[src/rtl/ecc_ce_log_pkg.sv]
package ecc_ce_log_pkg;

    typedef enum logic [2:0] {
        TXN_IDLE          = 3'd0,
        TXN_CPU_READ      = 3'd1,
        TXN_CPU_WR_FULL   = 3'd2,
        TXN_CPU_WR_MASKED = 3'd3,
        TXN_EVICT         = 3'd4,
        TXN_SYS_READ      = 3'd5,
        TXN_SYS_XCHG      = 3'd6,
        TXN_SYS_WRITE     = 3'd7
    } txn_t;

    typedef enum logic {
        H_OPEN = 1'b0,
        H_HELD = 1'b1
    } half_state_t;

    localparam int NUM_HALVES  = 2;
    localparam int HALF_OFS    = 32;
    // lower-half bit positions; the upper half sits HALF_OFS above
    localparam int LO_MISS_BIT = 2;
    localparam int LO_FLAG_BIT = 3;
    localparam int TAG_LSB     = 8;
    localparam int LO_SRC_BIT  = 17;
    localparam int LO_SYNB_LSB = 18;
    localparam int LO_SYNA_LSB = 25;

endpackage

[src/rtl/ce_txn_qualify.sv]
module ce_txn_qualify
    import ecc_ce_log_pkg::*;
(
    input  logic       clk,
    input  logic       rst_n,
    input  logic [2:0] txn_i,
    input  logic       tag_hit_i,
    input  logic       line_shared_i,
    input  logic       line_dirty_i,
    output logic       access_o,
    output logic       qual_o
);

    txn_t txn;

    always_comb begin
        txn      = txn_t'(txn_i);
        access_o = (txn != TXN_IDLE);
        unique case (txn)
            TXN_CPU_WR_MASKED:          qual_o = tag_hit_i & line_shared_i;
            TXN_EVICT:                  qual_o = 1'b1;
            TXN_SYS_READ, TXN_SYS_XCHG: qual_o = tag_hit_i & line_dirty_i;
            default:                    qual_o = 1'b0;
        endcase
    end

    // an idle slot or a plain read never qualifies
    a_r3_idle_never_qualifies: assert property (@(posedge clk) disable iff (!rst_n)
        (txn_i == TXN_IDLE || txn_i == TXN_CPU_READ) |-> !qual_o);

endmodule

[src/rtl/ce_log_half.sv]
module ce_log_half
    import ecc_ce_log_pkg::*;
#(
    parameter int SYN_W = 7
) (
    input  logic             clk,
    input  logic             rst_n,
    input  logic             err_i,
    input  logic [SYN_W-1:0] syn_a_i,
    input  logic [SYN_W-1:0] syn_b_i,
    input  logic             src_i,
    input  logic             clr_flag_i,
    input  logic             clr_miss_i,
    output logic             open_o,
    output logic             flag_o,
    output logic             miss_o,
    output logic [SYN_W-1:0] syn_a_o,
    output logic [SYN_W-1:0] syn_b_o,
    output logic             src_o
);

    half_state_t      state_q, state_d;
    logic             capture, miss_set;
    logic             miss_q;
    logic [SYN_W-1:0] syn_a_q, syn_b_q;
    logic             src_q;

    // state register
    always_ff @(posedge clk or negedge rst_n) begin
        if (!rst_n) state_q <= H_OPEN;
        else        state_q <= state_d;
    end

    // transitions and per-cycle controls
    always_comb begin
        open_o   = (state_q == H_OPEN) || clr_flag_i;
        capture  = err_i && open_o;
        miss_set = err_i && !open_o;
        state_d  = state_q;
        unique case (state_q)
            H_OPEN: if (capture) state_d = H_HELD;                  // capture
            H_HELD: if (clr_flag_i)
                        state_d = capture ? H_HELD : H_OPEN;        // recapture / release
                    else
                        state_d = H_HELD;                           // overflow or idle
            default: state_d = H_OPEN;
        endcase
    end

    always_ff @(posedge clk or negedge rst_n) begin
        if (!rst_n) miss_q <= 1'b0;
        else        miss_q <= (miss_q & ~clr_miss_i) | miss_set;
    end

    // log fields carry no reset value
    always_ff @(posedge clk) begin
        if (capture) begin
            syn_a_q <= syn_a_i;
            syn_b_q <= syn_b_i;
            src_q   <= src_i;
        end
    end

    assign flag_o  = (state_q == H_HELD);
    assign miss_o  = miss_q;
    assign syn_a_o = syn_a_q;
    assign syn_b_o = syn_b_q;
    assign src_o   = src_q;

    // an error on an open half leaves it held
    a_r2_capture_sets_flag: assert property (@(posedge clk) disable iff (!rst_n)
        (err_i && !flag_o) |=> flag_o);

    // held contents stay put until software releases them
    a_r4_fields_hold: assert property (@(posedge clk) disable iff (!rst_n)
        (flag_o && !clr_flag_i) |=> ($stable(syn_a_o) && $stable(syn_b_o) && $stable(src_o)));

    // an error against a held half is remembered as missed
    a_r5_missed_on_overflow: assert property (@(posedge clk) disable iff (!rst_n)
        (flag_o && !clr_flag_i && err_i) |=> miss_o);

    // a clear with no new error releases the half
    a_r6_w1c_flag: assert property (@(posedge clk) disable iff (!rst_n)
        (clr_flag_i && !err_i) |=> !flag_o);

    // clear plus error ends held with the new syndrome
    a_r7_clear_and_capture: assert property (@(posedge clk) disable iff (!rst_n)
        (clr_flag_i && err_i) |=> (flag_o && syn_a_o == $past(syn_a_i) && syn_b_o == $past(syn_b_i)));

    // an overflow beats a same-cycle missed clear
    a_r10_missed_set_wins: assert property (@(posedge clk) disable iff (!rst_n)
        (clr_miss_i && flag_o && !clr_flag_i && err_i) |=> miss_o);

endmodule

[src/rtl/ce_tag_snap.sv]
module ce_tag_snap #(
    parameter int TAG_W = 4
) (
    input  logic             clk,
    input  logic             rst_n,
    input  logic             access_i,
    input  logic             open_i,
    input  logic [TAG_W-1:0] tag_i,
    output logic [TAG_W-1:0] tag_o
);

    logic [TAG_W-1:0] tag_q;

    always_ff @(posedge clk or negedge rst_n) begin
        if (!rst_n)                  tag_q <= '0;
        else if (access_i && open_i) tag_q <= tag_i;
    end

    assign tag_o = tag_q;

    // snapshot frozen while the lower half is held
    a_r9_tag_frozen: assert property (@(posedge clk) disable iff (!rst_n)
        (!open_i) |=> $stable(tag_o));

endmodule

[src/rtl/ce_log_pack.sv]
module ce_log_pack
    import ecc_ce_log_pkg::*;
#(
    parameter int SYN_W = 7,
    parameter int TAG_W = 4,
    parameter int LOG_W = 64
) (
    input  logic [NUM_HALVES-1:0]       flag_i,
    input  logic [NUM_HALVES-1:0]       miss_i,
    input  logic [NUM_HALVES-1:0]       src_i,
    input  logic [NUM_HALVES*SYN_W-1:0] syn_a_i,
    input  logic [NUM_HALVES*SYN_W-1:0] syn_b_i,
    input  logic [TAG_W-1:0]            tag_i,
    output logic [LOG_W-1:0]            rdata_o
);

    always_comb begin
        rdata_o = '0;
        for (int h = 0; h < NUM_HALVES; h++) begin
            rdata_o[h*HALF_OFS + LO_FLAG_BIT]          = flag_i[h];
            rdata_o[h*HALF_OFS + LO_MISS_BIT]          = miss_i[h];
            rdata_o[h*HALF_OFS + LO_SRC_BIT]           = src_i[h];
            rdata_o[h*HALF_OFS + LO_SYNA_LSB +: SYN_W] = syn_a_i[h*SYN_W +: SYN_W];
            rdata_o[h*HALF_OFS + LO_SYNB_LSB +: SYN_W] = syn_b_i[h*SYN_W +: SYN_W];
        end
        rdata_o[TAG_LSB +: TAG_W] = tag_i;
    end

endmodule

[src/rtl/ecc_ce_log.sv]
module ecc_ce_log
    import ecc_ce_log_pkg::*;
#(
    parameter int SYN_W = 7,
    parameter int LOG_W = 64
) (
    input  logic               clk,
    input  logic               rst_n,
    input  logic [2:0]         txn_type,
    input  logic               tag_hit,
    input  logic               line_valid,
    input  logic               line_dirty,
    input  logic               line_shared,
    input  logic               ctl_parity,
    input  logic               ce_lo,
    input  logic               ce_hi,
    input  logic [4*SYN_W-1:0] syn_in,
    input  logic               src_lo,
    input  logic               src_hi,
    input  logic               ecc_corr_en,
    input  logic               csr_wr,
    input  logic [LOG_W-1:0]   csr_wdata,
    output logic [LOG_W-1:0]   csr_rdata,
    output logic               uncorr_err
);

    localparam int TAG_W = 4;

    logic                        access, qual;
    logic [NUM_HALVES-1:0]       ce_vec, src_vec, err_vec;
    logic [NUM_HALVES-1:0]       open_vec, flag_vec, miss_vec, srcq_vec;
    logic [NUM_HALVES*SYN_W-1:0] syn_a_vec, syn_b_vec;
    logic [TAG_W-1:0]            tag_q;
    logic                        uncorr_q;
    logic                        unused_wdata;

    assign unused_wdata = ^{csr_wdata[LOG_W-1:36], csr_wdata[33:4], csr_wdata[1:0]};

    ce_txn_qualify u_qual (
        .clk          (clk),
        .rst_n        (rst_n),
        .txn_i        (txn_type),
        .tag_hit_i    (tag_hit),
        .line_shared_i(line_shared),
        .line_dirty_i (line_dirty),
        .access_o     (access),
        .qual_o       (qual)
    );

    assign ce_vec  = {ce_hi, ce_lo};
    assign src_vec = {src_hi, src_lo};
    assign err_vec = ce_vec & {NUM_HALVES{qual & ecc_corr_en}};

    for (genvar gi = 0; gi < NUM_HALVES; gi++) begin : g_half
        ce_log_half #(.SYN_W(SYN_W)) u_half (
            .clk       (clk),
            .rst_n     (rst_n),
            .err_i     (err_vec[gi]),
            .syn_a_i   (syn_in[(gi+2)*SYN_W +: SYN_W]),
            .syn_b_i   (syn_in[gi*SYN_W +: SYN_W]),
            .src_i     (src_vec[gi]),
            .clr_flag_i(csr_wr & csr_wdata[gi*HALF_OFS + LO_FLAG_BIT]),
            .clr_miss_i(csr_wr & csr_wdata[gi*HALF_OFS + LO_MISS_BIT]),
            .open_o    (open_vec[gi]),
            .flag_o    (flag_vec[gi]),
            .miss_o    (miss_vec[gi]),
            .syn_a_o   (syn_a_vec[gi*SYN_W +: SYN_W]),
            .syn_b_o   (syn_b_vec[gi*SYN_W +: SYN_W]),
            .src_o     (srcq_vec[gi])
        );
    end

    ce_tag_snap #(.TAG_W(TAG_W)) u_tag (
        .clk     (clk),
        .rst_n   (rst_n),
        .access_i(access),
        .open_i  (open_vec[0]),
        .tag_i   ({line_valid, line_dirty, line_shared, ctl_parity}),
        .tag_o   (tag_q)
    );

    ce_log_pack #(.SYN_W(SYN_W), .TAG_W(TAG_W), .LOG_W(LOG_W)) u_pack (
        .flag_i (flag_vec),
        .miss_i (miss_vec),
        .src_i  (srcq_vec),
        .syn_a_i(syn_a_vec),
        .syn_b_i(syn_b_vec),
        .tag_i  (tag_q),
        .rdata_o(csr_rdata)
    );

    always_ff @(posedge clk or negedge rst_n) begin
        if (!rst_n) uncorr_q <= 1'b0;
        else        uncorr_q <= (|ce_vec) & qual & ~ecc_corr_en;
    end

    assign uncorr_err = uncorr_q;

    // with correction off, a qualifying error is reported as uncorrectable
    a_r8_uncorr_pulse: assert property (@(posedge clk) disable iff (!rst_n)
        ((ce_lo || ce_hi) && qual && !ecc_corr_en) |=> uncorr_err);

    // with correction off, a clear lower flag stays clear
    a_r8_no_flag_when_off: assert property (@(posedge clk) disable iff (!rst_n)
        (!ecc_corr_en && !flag_vec[0]) |=> !csr_rdata[LO_FLAG_BIT]);

endmodule

[config.mk]
export PLATFORM = sky130hd
export DESIGN_NAME = ecc_ce_log
export DESIGN_NICKNAME = d
export VERILOG_FILES = /design/src/rtl/ecc_ce_log_pkg.sv /design/src/rtl/ce_txn_qualify.sv /design/src/rtl/ce_log_half.sv /design/src/rtl/ce_tag_snap.sv /design/src/rtl/ce_log_pack.sv /design/src/rtl/ecc_ce_log.sv
export SDC_FILE = /design/constraint.sdc
export NUM_CORES = 1
export LEC_CHECK = 0
export ABC_AREA = 1
export ABC_CLOCK_PERIOD_IN_PS = 1900
export BUFFER_PORTS_ARGS = -buffer_cell sky130_fd_sc_hd__buf_4
export CORE_UTILIZATION = 37
export CTS_CLUSTER_SIZE = 10
export DETAILED_ROUTE_END_ITERATION = 16
export HOLD_SLACK_MARGIN = 0.08
export PLACE_DENSITY = 0.81
export SLEW_MARGIN = 30
export SYNTH_ARGS = -nofsm -noshare
export SYNTH_HDL_FRONTEND = slang
export SYNTH_HIERARCHICAL = 1
export SYNTH_SLANG_ARGS = --single-unit
export TNS_END_PERCENT = 100
[constraint.sdc]
create_clock -name clk -period 1.9 [get_ports clk]
set_input_delay 0.095 -clock clk [delete_from_list [all_inputs] [get_ports clk]]
set_output_delay 0.095 -clock clk [all_outputs]
set_load 0.05 [all_outputs]
== Yosys cells after proc, flatten, opt, wreduce, memory -nomap -nowiden ==
Index checks and enable logic that the tools add are counted.

* Logic and storage cells: 54
* Output and inout port bits: 65
* Flip-flop bits (word level): 39
* Input port bits: 108

* Bitwise gates (word level): 19
* Reductions and logical operators: 12
* Equality and inequality tests: 4
* Multiplexer cells: 7

{| class="wikitable"
|+ Operator list
! kind !! number
|-
| bitwise AND 1 bit || 11
|-
| equality test 3 bit (second input constant) || 3
|-
| logical AND 1 bit || 5
|-
| NOT 1 bit || 5
|-
| 2-to-1 mux 1 bit || 4
|-
| case mux 1 bit (2 select lines) || 2
|-
| OR reduction 2 bit || 2
|-
| equality test 3 x 2 -> 1 bit (second input constant) || 1
|-
| case mux 1 bit (3 select lines) || 1
|-
| nonzero test 3 bit || 1
|-
| bitwise AND 2 bit || 1
|-
| logical NOT 1 bit || 2
|-
| logical OR 1 bit || 2
|-
| OR 1 bit || 2
|}

== Logic depth before layout (Yosys ltp) ==
* Word-level depth: 9
* Depth in mapped cells: 9
* Gate-level depth less buffers: 9

== By module ==
Netlist, hierarchy kept.

{| class="wikitable"
|+ Modules (own cells, without submodules)
! module !! area each (µm²) !! seq. area each (µm²) !! cells each !! times used
|-
| ce_log_half || 536.8 || 500.5 || 26 || 2
|-
| ce_log_pack || 484.2 || 0.0 || 65 || 1
|-
| ce_tag_snap || 156.4 || 100.1 || 17 || 1
|-
| ecc_ce_log || 88.8 || 25.0 || 18 || 1
|-
| ce_txn_qualify || 50.0 || 0.0 || 12 || 1
|}

== Worst setup path before layout ==
OpenSTA, ideal clock, no wires.

* Kind: in2reg
* Start point: input port txn_type[1]
* End point: register g_half[0].u_half.src_q (enable)
* Required time: 1.508 ns
* Arrival time: 1.352 ns
* Path slack: 0.156 ns
* Buffers on the path: 0
* Stages on the path: 9
* Library setup time: 0.392 ns
* Path through: nand2_1 nand2_1 nand2_1 nand3_1 nand2_1 nand2_1 nor2_1 inv_1 a21oi_1

* Longest elaborated chain between the ends: 6
* Elaborated cells between the ends (all ways): 9
* Those cells by class: eq/ne: 4; mux: 1; bitwise: 2; reduce/logical: 2

{| class="wikitable"
|+ RTL lines
! item !! RTL line !! text
|-
| from (decl) || ecc_ce_log.sv:9 || <nowiki>input logic [2:0] txn_type,</nowiki>
|-
| equality test 3 bit || ce_txn_qualify.sv:19 || <nowiki>unique case (txn)</nowiki>
|-
| OR reduction 2 bit || ce_txn_qualify.sv:19 ||
|-
| case mux 1 bit (3 select lines) (*) || ce_txn_qualify.sv:19 ||
|-
| via qual || ecc_ce_log.sv:29 || <nowiki>logic access, qual;</nowiki>
|-
| bitwise AND 1 bit (*) || ecc_ce_log.sv:52 || <nowiki>assign err_vec = ce_vec & {NUM_HALVES{qual & ecc_corr_en}};</nowiki>
|-
| bitwise AND 2 bit (*) || ecc_ce_log.sv:52 ||
|-
| via err_vec[0] || ecc_ce_log.sv:30 || <nowiki>logic [NUM_HALVES-1:0] ce_vec, src_vec, err_vec;</nowiki>
|-
| logical AND 1 bit (*) || ce_log_half.sv:37 || <nowiki>capture = err_i && open_o;</nowiki>
|-
| via g_half[0].u_half.capture || ce_log_half.sv:23 || <nowiki>logic capture, miss_set;</nowiki>
|-
| to (signal assigned) || ce_log_half.sv:60 || <nowiki>src_q <= src_i;</nowiki>
|-
| to (decl) || ce_log_half.sv:26 || <nowiki>logic src_q;</nowiki>
|}

Mark *: on every way through the listed nets, which the timed path passes. The rest lies on a longest branch.
A chain may end at the register's enable or synchronous reset.

== Worst setup path after layout ==
* Start point: input port line_shared
* End point: register g_half[1].u_half.syn_a_q[6] (enable)

* Longest elaborated chain between the ends: 5

{| class="wikitable"
|+ RTL lines
! item !! RTL line !! text
|-
| from (decl) || ecc_ce_log.sv:13 || <nowiki>input logic line_shared,</nowiki>
|-
| bitwise AND 1 bit || ce_txn_qualify.sv:20 || <nowiki>TXN_CPU_WR_MASKED: qual_o = tag_hit_i & line_shared_i;</nowiki>
|-
| case mux 1 bit (3 select lines) || ce_txn_qualify.sv:19 ||
|-
| via qual || ecc_ce_log.sv:29 ||
|-
| bitwise AND 1 bit || ecc_ce_log.sv:52 ||
|-
| bitwise AND 2 bit || ecc_ce_log.sv:52 ||
|-
| via err_vec[1] || ecc_ce_log.sv:30 ||
|-
| logical AND 1 bit || ce_log_half.sv:37 ||
|-
| via g_half[1].u_half.capture || ce_log_half.sv:23 ||
|-
| to (signal assigned) || ce_log_half.sv:58 || <nowiki>syn_a_q <= syn_a_i;</nowiki>
|-
| to (decl) || ce_log_half.sv:25 || <nowiki>logic [SYN_W-1:0] syn_a_q, syn_b_q;</nowiki>
|}

The timed path passes the listed nets, and every way through them passes these cells.

==> results.toml <==
[run_status]
outcome = "finished clean"

[timing]
drv_slew = 0
finalCritPeriodShare_pct = 90.2
setup_viol = 0
finClkSkew_ps = 3.68
fin_setup_tns_ps = 0
rsz0062_at_grt = "false"
period_minus_slack_ps = 1710
finalHoldViolCount = 0
max_clock_freq_mhz = 584

[setup_path]
worstPathRequired_ps = 1880
cp_max_fo = 15
criticalPathCategory = "in2reg"
cp-startpoint = "line_shared"
arrival_ps = 1690
start_kind = "input port"
r2r_start = "g_half[1].u_half/flag_o"
cp-end-kind = "flop"

[grt]
grt_max_degree = 16
grtUsageTotal_pct = 13.8
antenna_found_initial = 0
grt_pass1_wl_mm = 5.44
overflow = 0
grt_pass1_vias = 1183

[cts]
cts_tree = "yes"
htree_levels = 2
clk_pin_slew_worst_paths_ps = 70
root_buffer = "clkbuf_8"
cts_buffer_depth = 2
cts_sinks = 39
cts_setup_buffers = 0
clk_latency_ps = 280
cts_buffers = 5

[synthesis]
syn_area_per_cell_sq_um = 11.3
synthTopCellsByArea = "edfxtp_1 (49%), buf_4 (26%), dfrtp_1 (12%), nand2_1 (5.5%), inv_1 (3.2%)"
synth_top_area_cell = "edfxtp_1"
synthesis.area_sq_um = 1850
synthCells = 164
synth_top_area_share_pct = 48.6
seq_area_frac_synth_pct = 60.8
yosys_warnings = 6
synth_cell_types = 10
ys_ff_latch = 39

[detailed_routing]
first_pass_iters = 4
wl_met2_mm = 1.96
top_layer = "met4"
dr_wl_met3_um = 204
first_iter_violations = 30
dr_total_vias = 1230
drc = 0
ant_nets = 0
viasPerCell = 3.78
drt-met1-wl_mm = 1.41
wl_per_cell_um = 11.1
routed_wl_mm = 3.61

[pwr]
p_leak_nw = 1.31
p_per_area_nw_per_um2 = 798
ir_worst_vdd_mv = 0.299

[layout]
antenna_cells = 0
finalNetCount = 365
area_growth_pct = 45.4
final_cell_mix = "buf_4 (88), dlygate4sd3_1 (37), edfxtp_1 (30)"
layout_commonest_cell = "buf_4"
final_cell_area_sq_um = 2690
drive_gt1_share_pct = 37.6

[place]
port_buffers = 86
dpl.hpwl_mm = 2.41
routabilityCongestion = 0.711
placed_area_sq_um = 2210

[floorplanning]
die_h_um = 72.8
core_sq_um = 4790
die_area_sq_um = 5300
io-pin-count = 173
initial_core_util_pct = 38.7
die_x_um = 72.8
rows = 25

[run]
maxCapViolCount = 0

[min_path]
min_from = "csr_wdata[34]"
min_path_type = "in2reg"
-- worst max-delay path, cell delays in order --
cell,delay [ps]
dlygate4sd3_1,530
buf_4,110
nand3_1,70
nand2_1,70
nand3_1,80
nand2_1,90
nand2_1,70
nor2_1,130
inv_1,70
a21oi_1,130
buf_4,250
-- worst paths after layout --
kind / to / slack, ps / cells after the start
worst max-delay path: g_half[1].u_half/syn_a_o[6] / 190 / 11
worst min-delay path: g_half[1].u_half/miss_o / 130 / 6
worst max register to register: g_half[1].u_half/syn_a_o[6] / 760 / 2
worst min register to register: u_tag/tag_o[2] / 480 / 2
max in group asynchronous: u_tag/tag_o[2] / 1600 / 2
min in group asynchronous: g_half[1].u_half/flag_o / 160 / 2
-- report_power, final --
group | internal [W] | switching (W) | leakage (nW)
Sequential | 0.000960 | 0.0000181 | 0.387
Combinational | 0.000175 | 0.000329 | 0.862
Clock | 0.000391 | 0.000277 | 0.0581
Total | 0.00153 | 0.000624 | 1.31
-- final cells by class --
type / instances / area, sq um
clock buffer: 5 / 68.8
inverter: 16 / 60.1
multi-input combinational: 70 / 280
sequential: 39 / 1130
clock inverter: 3 / 43.8
tap: 67 / 83.8
timing repair buffer: 125 / 1030
fill: 426 / 2090
-- metrics by stage --
| step | setup slack (ps) | power, W | utilization [%] | std cells | hold slack, ps |
|---|---|---|---|---|---|
| after floorplan | 156 | 0.00138 | - | 189 | -201 |
| after global placement | 473 | 0.00143 | 46.2 | 280 | -74.9 |
| after detailed placement | 405 | 0.00144 | 46.2 | 280 | -72.7 |
| after CTS | 201 | 0.00218 | 56.3 | 325 | 114 |
| after global routing | 26.4 | 0.00225 | 56.3 | 325 | 136 |
| final | 187 | 0.00215 | 56.3 | 325 | 125 |
-- layer usage --
metal | GRT usage (%) | vias to the layer above
li1 | - | 614
met1 | 15.1 | 550
met2 | 26.4 | 61
met3 | 2.62 | 5
met4 | 5.23 | 0
met5 | 0 | -
-- timing repair --
item / 4_1_cts / 5_1_grt
hold endpoints to repair: 44 / 0
hold buffers: 37 / 0
resized for setup: 0 / 0
-- flip-flops by register name, summed over array words and instances (netlist names) --
register and cells:
u_tag/tag_o 4, uncorr_err 1, g_half.u_half/src_o 2, g_half.u_half/syn_b_o 14, g_half.u_half/flag_o 2, g_half.u_half/syn_a_o 14, g_half.u_half/miss_o 2
-- cells by family (layout without fill, tap and decap cells) --
family | count (synthesis) | in the layout | synth area share, %
other | 1 | 26 | 0.202
and+or+nand+nor | 42 | 42 | 9.32
DFF | 39 | 39 | 60.8
AOI/OAI and AO/OA | 2 | 2 | 0.540
buffers and inverters | 80 | 149 | 29.2
-- cells in the mapped netlist --
cell type,number
buf_4,64
nand2_1,27
edfxtp_1,30
dfrtp_1,9
nand3_1,10
nand2_2,1
a21oi_1,2
nor2_1,4
conb_1,1
inv_1,16
Note: power is estimated with default switching activity, not from simulation.
